## src/rtl/acc_ppm_pkg.sv

```systemverilog
// Shared constants and types for the access-field pulse-position encoder.
// Assumes a 12-bit field sent as two-bit symbols.
package acc_ppm_pkg;
    localparam int FIELD_BITS   = 12;
    localparam int SYMBOLS      = FIELD_BITS / 2;
    localparam int BURST_PERIODS = 4;
    localparam int SYM_IDX_W    = $clog2(SYMBOLS + 1);

    typedef logic [1:0] pair_t;
endpackage

```

## src/rtl/acc_burst_gen.sv

```systemverilog
// Burst generator: on a fire strobe it produces PERIODS square-wave periods,
// each HALF_TICKS cycles high and then HALF_TICKS cycles low.
// Assumes a fire strobe that arrives during a burst restarts that burst.
module acc_burst_gen #(
    parameter int HALF_TICKS = 4,
    parameter int PERIODS    = 4
) (
    input  logic clk,
    input  logic rst_n,
    input  logic fire,
    output logic drive,
    output logic active,
    output logic last_tick
);
    localparam int HC_W   = (HALF_TICKS > 1) ? $clog2(HALF_TICKS) : 1;
    localparam int HALVES = 2 * PERIODS;
    localparam int PH_W   = $clog2(HALVES);

    logic [HC_W-1:0] half_cnt;
    logic [PH_W-1:0] phase;
    logic            half_end;

    assign half_end  = (half_cnt == HC_W'(HALF_TICKS - 1));
    assign last_tick = active && half_end && (phase == PH_W'(HALVES - 1));
    assign drive     = active && !phase[0];

    // Step through the half periods of the burst; fire restarts it.
    always_ff @(posedge clk) begin
        if (!rst_n) begin
            active   <= 1'b0;
            half_cnt <= '0;
            phase    <= '0;
        end else if (fire) begin
            active   <= 1'b1;
            half_cnt <= '0;
            phase    <= '0;
        end else if (active) begin
            if (half_end) begin
                half_cnt <= '0;
                if (phase == PH_W'(HALVES - 1)) begin
                    active <= 1'b0;
                end else begin
                    phase <= phase + 1'b1;
                end
            end else begin
                half_cnt <= half_cnt + 1'b1;
            end
        end
    end
endmodule

```

## src/rtl/acc_gap_timer.sv

```systemverilog
// Gap timer: once loaded with N-1 it raises expire on the N-th clock edge
// after the load.
// Assumes a load takes priority over an expiry on the same edge.
module acc_gap_timer #(
    parameter int W = 8
) (
    input  logic         clk,
    input  logic         rst_n,
    input  logic         load,
    input  logic [W-1:0] load_val,
    output logic         expire
);
    logic [W-1:0] cnt;
    logic         running;

    assign expire = running && (cnt == '0);

    // Count down to zero from the loaded value, then stop.
    always_ff @(posedge clk) begin
        if (!rst_n) begin
            cnt     <= '0;
            running <= 1'b0;
        end else if (load) begin
            cnt     <= load_val;
            running <= 1'b1;
        end else if (running) begin
            if (cnt == '0) begin
                running <= 1'b0;
            end else begin
                cnt <= cnt - 1'b1;
            end
        end
    end
endmodule

```

## src/rtl/acc_pair_shifter.sv

```systemverilog
// Pair shifter: holds the field and presents its two leading bit pairs,
// then shifts left by one pair for each symbol sent.
// Assumes BITS is even and at least 4.
module acc_pair_shifter
    import acc_ppm_pkg::*;
#(
    parameter int BITS = FIELD_BITS
) (
    input  logic            clk,
    input  logic            rst_n,
    input  logic            load,
    input  logic [BITS-1:0] word,
    input  logic            shift,
    output pair_t           head,
    output pair_t           second
);
    logic [BITS-1:0] shreg;

    assign head   = shreg[BITS-1 -: 2];
    assign second = shreg[BITS-3 -: 2];

    // Load the field, or move the next pair into the head position.
    always_ff @(posedge clk) begin
        if (!rst_n) begin
            shreg <= '0;
        end else if (load) begin
            shreg <= word;
        end else if (shift) begin
            shreg <= {shreg[BITS-3:0], 2'b00};
        end
    end
endmodule

```

## src/rtl/acc_ppm_encoder.sv

```systemverilog
// Access-field pulse-position encoder top level.
// A start strobe accepted while idle fires a reference burst. Each of the
// six pairs then fires a burst SYM_TICKS + offset(pair) cycles after the
// previous burst began. Assumes SYM_TICKS >= 8*HALF_TICKS, so a burst has
// finished before the next one fires, and OFF1 < OFF2 < OFF3.
module acc_ppm_encoder
    import acc_ppm_pkg::*;
#(
    parameter int HALF_TICKS = 4,
    parameter int SYM_TICKS  = 40,
    parameter int OFF1       = 8,
    parameter int OFF2       = 16,
    parameter int OFF3       = 24
) (
    input  logic                  clk,
    input  logic                  rst_n,
    input  logic                  start,
    input  logic [FIELD_BITS-1:0] field_word,
    output logic                  tx_drive,
    output logic                  field_done
);
    localparam int TW = $clog2(SYM_TICKS + OFF3 + 1);

    logic                 busy;
    logic [SYM_IDX_W-1:0] sym_idx;
    logic                 go;
    logic                 gap_expire;
    logic                 fire;
    logic                 final_sym;
    logic                 timer_load;
    pair_t                head_pair;
    pair_t                next_pair;
    pair_t                load_pair;
    logic [TW-1:0]        gap_val;
    logic                 burst_active;
    logic                 burst_last;
    logic                 done_q;

    // Gap, minus one, that follows a burst carrying pair p.
    function automatic logic [TW-1:0] gap_minus_one(input pair_t p);
        int off;
        case (p)
            2'b00:   off = 0;
            2'b01:   off = OFF1;
            2'b10:   off = OFF2;
            default: off = OFF3;
        endcase
        return TW'(SYM_TICKS + off - 1);
    endfunction

    assign go         = start && !busy;
    assign fire       = go || gap_expire;
    assign final_sym  = gap_expire && (sym_idx == SYM_IDX_W'(SYMBOLS - 1));
    assign timer_load = go || (gap_expire && !final_sym);
    assign load_pair  = go ? field_word[FIELD_BITS-1 -: 2] : next_pair;
    assign gap_val    = gap_minus_one(load_pair);
    assign field_done = done_q;

    acc_pair_shifter #(.BITS(FIELD_BITS)) u_pairs (
        .clk    (clk),
        .rst_n  (rst_n),
        .load   (go),
        .word   (field_word),
        .shift  (gap_expire),
        .head   (head_pair),
        .second (next_pair)
    );

    acc_gap_timer #(.W(TW)) u_gap (
        .clk      (clk),
        .rst_n    (rst_n),
        .load     (timer_load),
        .load_val (gap_val),
        .expire   (gap_expire)
    );

    acc_burst_gen #(.HALF_TICKS(HALF_TICKS), .PERIODS(BURST_PERIODS)) u_burst (
        .clk       (clk),
        .rst_n     (rst_n),
        .fire      (fire),
        .drive     (tx_drive),
        .active    (burst_active),
        .last_tick (burst_last)
    );

    // Track which symbol is in flight and whether a field is in progress.
    always_ff @(posedge clk) begin
        if (!rst_n) begin
            busy    <= 1'b0;
            sym_idx <= '0;
        end else if (go) begin
            busy    <= 1'b1;
            sym_idx <= '0;
        end else begin
            if (gap_expire) begin
                sym_idx <= sym_idx + 1'b1;
            end
            if (burst_last && sym_idx == SYM_IDX_W'(SYMBOLS)) begin
                busy <= 1'b0;
            end
        end
    end

    // Raise the completion flag for one cycle after the last burst ends.
    always_ff @(posedge clk) begin
        if (!rst_n) begin
            done_q <= 1'b0;
        end else begin
            done_q <= busy && burst_last && (sym_idx == SYM_IDX_W'(SYMBOLS));
        end
    end

    logic unused_head;
    assign unused_head = ^head_pair;
endmodule

```

## config.mk

```make
export PLATFORM = sky130hd
export DESIGN_NAME = acc_ppm_encoder
export DESIGN_NICKNAME = d
export VERILOG_FILES = /design/src/rtl/acc_ppm_pkg.sv /design/src/rtl/acc_burst_gen.sv /design/src/rtl/acc_gap_timer.sv /design/src/rtl/acc_pair_shifter.sv /design/src/rtl/acc_ppm_encoder.sv
export SDC_FILE = /design/constraint.sdc
export NUM_CORES = 1
export LEC_CHECK = 0
export BUFFER_PORTS_ARGS = -buffer_cell sky130_fd_sc_hd__buf_2
export CAP_MARGIN = 10
export CORE_MARGIN = 2
export CORE_UTILIZATION = 55
export CTS_BUF_LIST = sky130_fd_sc_hd__clkbuf_16
export DETAILED_ROUTE_END_ITERATION = 16
export PLACE_DENSITY = 0.81
export SYNTH_ARGS = -nofsm -noshare
export SYNTH_HDL_FRONTEND = slang
export SYNTH_SLANG_ARGS = --single-unit
```

## constraint.sdc

```tcl
create_clock -name clk -period 2.59 [get_ports clk]
set_input_delay 0.259 -clock clk [delete_from_list [all_inputs] [get_ports clk]]
set_output_delay 0.259 -clock clk [all_outputs]
set_load 0.01 [all_outputs]
```

* Yosys cells after proc, flatten, opt, wreduce, memory -nomap -nowiden *
Index checks and enable logic that the tools add are counted.

operators by class
  bitwise operators = 2
  $add $sub $neg = 6
  multiplexer cells = 17
  equal/unequal tests = 7
  reductions and logical operators = 24

operators with widths
  kind                                               count
  two-way mux 7 bit                                  3
  two-way mux 10 bit                                 2
  one-hot mux 5 bit (3 select lines)                 1
  logical AND 1 bit                                  10
  == test 3 bit (second input constant)              3
  two-way mux 1 bit                                  9
  adder 6 x 5 -> 7 bit (first input constant)        1
  zero test 7 bit                                    1
  subtractor 7 x 1 -> 7 bit (second input constant)  1
  subtractor 7 x 2 -> 7 bit (second input constant)  1
  adder 3 x 1 -> 3 bit (second input constant)       2
  nonzero test 2 bit                                 3
  == test 2 bit (second input constant)              2
  two-way mux 2 bit                                  2
  OR reduction 2 bit                                 2
  zero test 1 bit                                    3
  AND reduction 3 bit                                1
  adder 2 x 1 -> 2 bit (second input constant)       1
  == test 2 x 1 -> 1 bit (second input constant)     1
  zero test 2 bit                                    1
  logical OR 1 bit                                   2
  inequality test 2 bit (second input constant)      1
  NOT 1 bit                                          2
  AND reduction 2 bit                                1

word-level totals
  logic and storage cells = 65
  output and inout bits = 2
  register bits after elaboration = 29

* Longest topological paths before layout *
Gate-level depths: netlist (run 1).

  depth after elaboration = 8
  depth in mapped cells = 7
  depth with buffers taken out = 6

* Hierarchy *
A second synthesis (run 1) with hierarchy kept.

second synthesis, totals
  cells, all modules = 178
  area total of the unflattened synthesis = 1811.7 um^2

by module, submodules not included
  module            cells each  seq. area each (um^2)  area an instance (um^2)  instances
  acc_pair_shifter  56          240.2                  650.6                    1
  acc_gap_timer     62          160.2                  519.2                    1
  acc_ppm_encoder   30          100.1                  325.3                    1
  acc_burst_gen     30          120.1                  316.6                    1

* Worst setup path before layout (run 1) *
No wires, ideal clock.

  path kind = register to register
  start point = register u_gap.cnt[0]
  end point = register u_gap.cnt[6]
  path slack = 0.699 ns
  stages on the path, launching flop included = 6
  required time = 2.469 ns
  clock period less this slack = 1.891 ns
  arrival = 1.770 ns
  path through = dfxtp_1 inv_1 ha_1 or3b_2 a2111oi_0 mux2_2

on the way
  word-level cells in the longest chain between the ends = 8

ends and longest elaborated chain
  element                                                            line                 RTL
  from (decl)                                                        acc_gap_timer.sv:13  logic [W-1:0] cnt;
  from (signal assigned)                                             acc_gap_timer.sv:24  cnt <= load_val;
  from (signal assigned)                                             acc_gap_timer.sv:30  cnt <= cnt - 1'b1;
  branches (longest 8 deep; another with subtractor 7 x 1 -> 7 bit)  n/a

Parallel ways; which one is timed is not known. The select of a mux whose other input is x is not followed.
A chain may end at the register's enable or synchronous reset.

* Worst setup path after layout (run 1) *
Same ends and word-level chain as after synthesis.

==> key figures, run 1 <==
Worst setup path
  • Worst Setup End Kind: flip-flop
  • Top cell family by delay on the critical path: compound AO/OA/AOI/OAI gates
  • CP Class: reg2reg
  • Critical Path Fanout Max: 6
  • WP buf/inv: 1
  • Worst setup SP type: flip-flop
  • Critical path data arrival time: 2200 ps
  • WP data required: ~2800 ps
  • Crit-path cells: inv_1 -> ha_1 -> or4b_1 -> o21ai_0 -> a2111oi_0 -> mux2_2
  • Crit-path max cell delay: around 440 ps
  • Critical path's slowest cell: a2111oi_0

Synth
  • Main synth FF type: dfxtp_1
  • Net Count, Synth: 189
  • Gate Count Post-Synth: 166
  • Seq cells post-synth: 29
  • Synth cell types: 41
  • Ys Warns: 0
  • Syn avg cell area: 8.53 um2
  • Post-Synthesis Cell Area: 0.00142 mm2
  • Async SR Flop Fraction: 0
  • Seq/Total Area, Yosys: 0.410
  • Post-synth EDFFs: 0

Clocking
  • Clk slew on worst S/H paths: roughly 50 ps
  • Clock latency at the later pin of the worst-skew pair: 270 ps
  • Post-CTS Setup Bufs: 0
  • CTS tree: yes
  • CTS max path bufs: 2
  • PostCTS Resize Cnt: 0
  • Post-CTS Hold Fix Bufs: 0
  • Clock root buffer: clkbuf_16
  • Clk sink count: 29
  • Total CTS buffers: 5
  • H-Tree Depth: 2

STA
  • Fmax: 490 MHz
  • Final Hold Viols: 0
  • Fin crit share: 0.788
  • Setup TNS: 0 ps
  • Worst slew pin tran: between 500 and 600 ps
  • Final setup vio count: 0
  • Fin worst setup slack: between 500 and 600 ps
  • Worst clock skew: 2.88 ps
  • Final Max Slew Viols: 0
  • RSZ-0062 raised after global routing: false
  • Minimum clock period: 2040 ps
  • Normalized max-slew margin: 0.651

Global route
  • Initial antenna violation count: 0
  • First-pass GRT wire length: 5.02 mm
  • GRT overflow: 0
  • Global Route Usage Sum: 0.241
  • Vias in the first global route: 1,104
  • Pin count of the biggest net entering global routing: 29

Drt
  • Detail Route Antenna Nets: 0
  • WL final: 2.93 mm
  • DRC viols: 0
  • Drt initial violations: 41
  • Post-DR wirelength/cell: 13.6 um
  • Router iterations before antenna repair: 5
  • Via count: 1,239
  • Vias/cell: 5.76

Power
  • Tot Pwr: roughly 1.2 mW
  • PwrDens: 725 mW/mm2
  • LEAKAGE: 0.671 nW
  • Peak supply drop: 676 uV

Floorplan
  • Core ar.: between 0.002 and 0.0025 mm2
  • I/O pins: 17
  • Overall die width: 54.7 um
  • # rows: 18
  • Die height: 54.7 um
  • Die ar.: 0.00300 mm2
  • Initial core utilization: 0.577

Cells and area
  • # nets final: between 200 and 250
  • Seq. cell area: approximately 580 um2
  • P&R area growth vs syn: 17.9%
  • Fraction of final layout cells sized beyond drive strength 1: 0.189
  • Fillers: around 190
  • Footprint of the multi-input gates: between 700 and 800 um2
  • Ant. Diodes: 0

Placement
  • Pre-CTS setup slack: 568 ps
  • PortBufs: 16
  • Detailed Place HPWL: 2.12 mm
  • Placer Congestion: 0.874

Run
  • Max cap viols: 0

Min path
  • Worst Hold Class: in2reg

Status
  • Outcome: completed
==> per-stage QoR <==
| step | utilization | area (um2) | instances | hold WS (ps) |
|---|---|---|---|---|
| after floorplan | - | 1420 | 166 | 389 |
| after global placement | 0.622 | 1530 | 207 | 457 |
| after detailed placement | 0.622 | 1530 | 207 | 463 |
| after CTS | 0.680 | 1670 | 215 | 202 |
| after global routing | 0.680 | 1670 | 215 | 243 |
| final | 0.680 | 1670 | 215 | 207 |
==> power breakdown <==
group / internal (mW) / switching, mW
registers: 0.479 / 0.0337
clock network: 0.350 / 0.192
logic: 0.0695 / 0.0862
total: 0.899 / 0.311
==> registers in the layout (all words and copies together), names as in the netlist <==
register,flops
u_pairs.shreg,10
field_done,1
u_burst.phase,3
u_burst.active,1
busy,1
u_gap.cnt,7
sym_idx,3
u_gap.running,1
u_burst.half_cnt,2
==> layout by cell type, fill, tap and decap left out, types with 2 or more instances in the layout <==
cell	count
dfxtp_1	29
nand2_1	25
buf_2	16
o21ai_0	11
a31oi_1	10
nor2_1	9
a21oi_1	8
ha_1	8
inv_1	7
nor3_1	7
nand3_1	5
clkbuf_16	5
buf_4	4
xor2_1	3
mux2i_1	3
o211ai_1	2
nand4_1	2
a211oi_1	2
a2111oi_0	2
a311oi_1	2
clkinv_2	2
==> kinds of logic after synthesis <==
family,synth area share
and+or+nand+nor,0.210
DFF,0.410
adders and majority gates,0.0707
muxes,0.0292
xor gates and xnor gates,0.0247
AOI/OAI and AO/OA,0.208
buffers and inverters,0.0468
==> area by class of cell <==
type | instances | share of cell area
Timing Repair Buffer | 20 | 0.0659
Clock inverter | 3 | 0.0105
Tap cell | 30 | 0.0225
Clock buffer | 5 | 0.0749
Multi-Input combinational cell | 120 | 0.461
Sequential cell | 29 | 0.348
Inverter | 8 | 0.0180
==> synth_stat cells (2+ instances only) <==
master / n / area share
xor2_1: 3 / 0.019
a211oi_1: 2 / 0.011
nor2_1: 9 / 0.024
ha_1: 8 / 0.071
o21ai_0: 11 / 0.039
mux2i_1: 3 / 0.021
nand3_1: 5 / 0.018
buf_2: 2 / 0.0071
dfxtp_1: 29 / 0.41
inv_1: 7 / 0.019
clkbuf_1: 7 / 0.019
a311oi_1: 2 / 0.012
o211ai_1: 2 / 0.011
a21oi_1: 8 / 0.028
a31oi_1: 10 / 0.044
nand2_1: 25 / 0.066
nor3_1: 7 / 0.025
a2111oi_0: 2 / 0.012
nand4_1: 2 / 0.0088
==> metal layers <==
metal | wire, um | share of wire | vias to the layer above | GRT usage
met1 | 1390 | 0.47 | 562 | 0.310
met2 | 1340 | 0.46 | 33 | 0.359
met4 | 55 | 0.019 | 0 | 0.125
met5 | 0 | 0 | - | 0
met3 | 142 | 0.048 | 6 | 0.0738
li1 | - | - | 638 | -
==> worst min-delay path: stages <==
cell and delay [ps]:
buf_2 70, nand3_1 50, o21ai_0 60
==> path summary, 6_finish.rpt <==
kind | start | endpoint | slack (ps) | cells past startpoint
min reg2reg | u_pairs.shreg[6] | u_pairs.shreg[8] | 470 | 2
max | u_gap.cnt[0] | u_gap.cnt[6] | 550 | 6
max reg2reg | u_gap.cnt[0] | u_gap.cnt[6] | 550 | 6
min | field_word[1] | u_pairs.shreg[1] | 210 | 3
Power figures use the tool's default switching activity.
==> run 2, diff against run 1 <==
==> constraint.sdc (replaced) <==
create_clock -name clk -period 2.1 [get_ports clk]
set_input_delay 0.21 -clock clk [delete_from_list [all_inputs] [get_ports clk]]
set_output_delay 0.21 -clock clk [all_outputs]
set_load 0.01 [all_outputs]
==> run 2 against run 1 <==
Clock skew decreased by 1.4 ps. Wire length up 19%. Sequential share of layout area shrank 1.0 points. Die area stayed put. Maximum frequency grew 3.4%. Sequential power rose by 23%. Critical endpoint is now u_gap.cnt[0].
==> key figures, run 2 (synthesis results as in run 1) <==
Global route
  • First-pass GRT wire length: 5.82 mm
  • Vias in the first global route: 1,274
  • GRT overflow: 0
  • Initial antenna violation count: 0
  • Global Route Usage Sum: 0.283
  • Pin count of the biggest net entering global routing: 28

Drt
  • Via count: 1,340
  • DRC viols: 0
  • Vias/cell: between 6 and 7
  • Drt initial violations: 35
  • Post-DR wirelength/cell: 16.0 um
  • Detail Route Antenna Nets: 0
  • WL final: 3.50 mm
  • Router iterations before antenna repair: 4

Clocking
  • Clock root buffer: clkbuf_16
  • Clock latency at the later pin of the worst-skew pair: 270 ps
  • Post-CTS Hold Fix Bufs: 0
  • PostCTS Resize Cnt: 0
  • H-Tree Depth: 2
  • Post-CTS Setup Bufs: 0
  • Total CTS buffers: 5
  • Clk sink count: 29
  • CTS tree: yes
  • CTS max path bufs: 2
  • Clk slew on worst S/H paths: 50 ps

Worst setup path
  • Worst setup SP type: flip-flop
  • WP data required: 2280 ps
  • Critical path data arrival time: 2150 ps
  • Crit-path max cell delay: 520 ps
  • Crit-path cells: inv_1 -> ha_1 -> or4b_4 -> o41a_1 -> a311oi_1
  • Worst Setup End Kind: flip-flop
  • CP Class: reg2reg
  • Top cell family by delay on the critical path: compound AO/OA/AOI/OAI gates
  • Critical Path Fanout Max: 6
  • WP buf/inv: 1
  • Reg-to-reg slack, setup: 120 ps
  • Critical path's slowest cell: or4b_4
  • Crit path depth: 5
  • Start of the worst register-to-register path: u_gap.cnt[0]
  • FF-to-FF End: u_gap.cnt[0]
  • Setup crit start: u_gap.cnt[0]
  • R2R cell count: 5
  • Worst Setup EP: u_gap.cnt[0]

Placement
  • Placer Congestion: 0.936
  • Detailed Place HPWL: 2.42 mm
  • PortBufs: 16
  • Placed inst area: 0.00156 mm2

STA
  • Worst clock skew: 1.50 ps
  • Fin crit share: 0.941
  • Setup TNS: 0 ps
  • Minimum clock period: 1980 ps
  • Final setup vio count: 0
  • RSZ-0062 raised after global routing: false
  • Final Hold Viols: 0
  • Fmax: around 510 MHz
  • Worst slew pin tran: approximately 480 ps
  • Normalized max-slew margin: 0.677
  • Final Max Slew Viols: 0

Cells and area
  • # nets final: approximately 210
  • Ant. Diodes: 0
  • Most common cell after layout, fill and taps aside: dfxtp_1
  • Max reg flops: 10
  • Post-Layout Inst Area: 0.00172 mm2
  • P&R area growth vs syn: 21.5%
  • Top flop regs: u_pairs.shreg x10, u_gap.cnt x7
  • Fraction of final layout cells sized beyond drive strength 1: 0.222
  • Most frequent cells in the layout: 29 x dfxtp_1, 25 x nand2_1, 16 x buf_2
  • Fillers: 188
  • Largest register by flop count: u_pairs.shreg

Power
  • Peak supply drop: 711 uV
  • Clk network pwr share: 0.442
  • Psw: 402 uW
  • Power share of the combinational group: 0.143
  • Tot Pwr: 1.52 mW
  • Internal: 1.12 mW
  • Switching Share: 0.264
  • PwrDens: 885 mW/mm2
  • LEAKAGE: around 0.7 nW
  • Seq pwr share: 0.415

Floorplan
  • Initial core utilization: 0.577
  • I/O pins: 17
  • Die height: 54.7 um
  • Core ar.: 0.00245 mm2
  • # rows: 18
  • Die ar.: around 0.0030 mm2
  • Overall die width: approximately 55 um

Min path
  • Worst Hold Path Cells: 3
  • Worst Hold Class: in2reg
  • Hold wc startpoint: field_word[0]

Status
  • Outcome: completed

Run
  • Max cap viols: 0
## run 2: cell types whose count changed in the layout (fill, tap and decap cells not counted), sizes merged
| cell | delta |
|---|---|
| buf | +4 |
## run 2: through the flow
step	cells	setup slack (ps)	hold slack [ps]	util
floorplan	166	209	340	-
detailed placement	211	62.8	452	0.635
global route	219	18.3	172	0.701
finish	219	125	172	0.701
CTS	219	46.0	169	0.693
global placement	211	103	450	0.635
## run 2: worst min-delay path by stage
stage | end | slack (ps)
6_report | u_pairs.shreg[0] | 170
3_3_place_gp | u_pairs.shreg[1] | 450
2_1_floorplan | u_pairs.shreg[1] | 340
5_1_grt | u_pairs.shreg[0] | 170
4_1_cts | u_pairs.shreg[0] | 170
3_5_place_dp | u_pairs.shreg[1] | 450
## run 2: area by class of cell
cell class | count | area, um2 | share of cell area
flip-flops and latches | 29 | 581 | 0.337
repair buffers | 24 | 140 | 0.0815
multi-input cells | 120 | 790 | 0.459
clock buffers | 5 | 125 | 0.0727
inverters | 8 | 30.0 | 0.0175
clock inverters | 3 | 17.5 | 0.0102
well taps | 30 | 37.5 | 0.0218
## run 2: metal layers
| metal | up-vias | track usage | routed length (um) |
|---|---|---|---|
| li1 | 647 | - | - |
| met1 | 634 | 0.339 | 1490 |
| met2 | 45 | 0.437 | 1710 |
| met3 | 14 | 0.0874 | 162 |
| met4 | 0 | 0.179 | 142 |
| met5 | - | 0 | 0 |
## run 2: tightest hold or removal path: cells and delay by family
family	cells	cell delay, ps
simple gates	1	40
compound gates	1	50
buf+inv	1	90
## run 2: power groups by stage
| stage | clock network [mW] | logic (mW) | registers, mW |
|---|---|---|---|
| after global placement | 0 | 0.195 | 0.634 |
| final | 0.673 | 0.218 | 0.632 |
| after detailed placement | 0 | 0.205 | 0.637 |
| after CTS | 0.683 | 0.207 | 0.626 |
| after global routing | 0.708 | 0.245 | 0.637 |
| after floorplan | 0 | 0.138 | 0.631 |
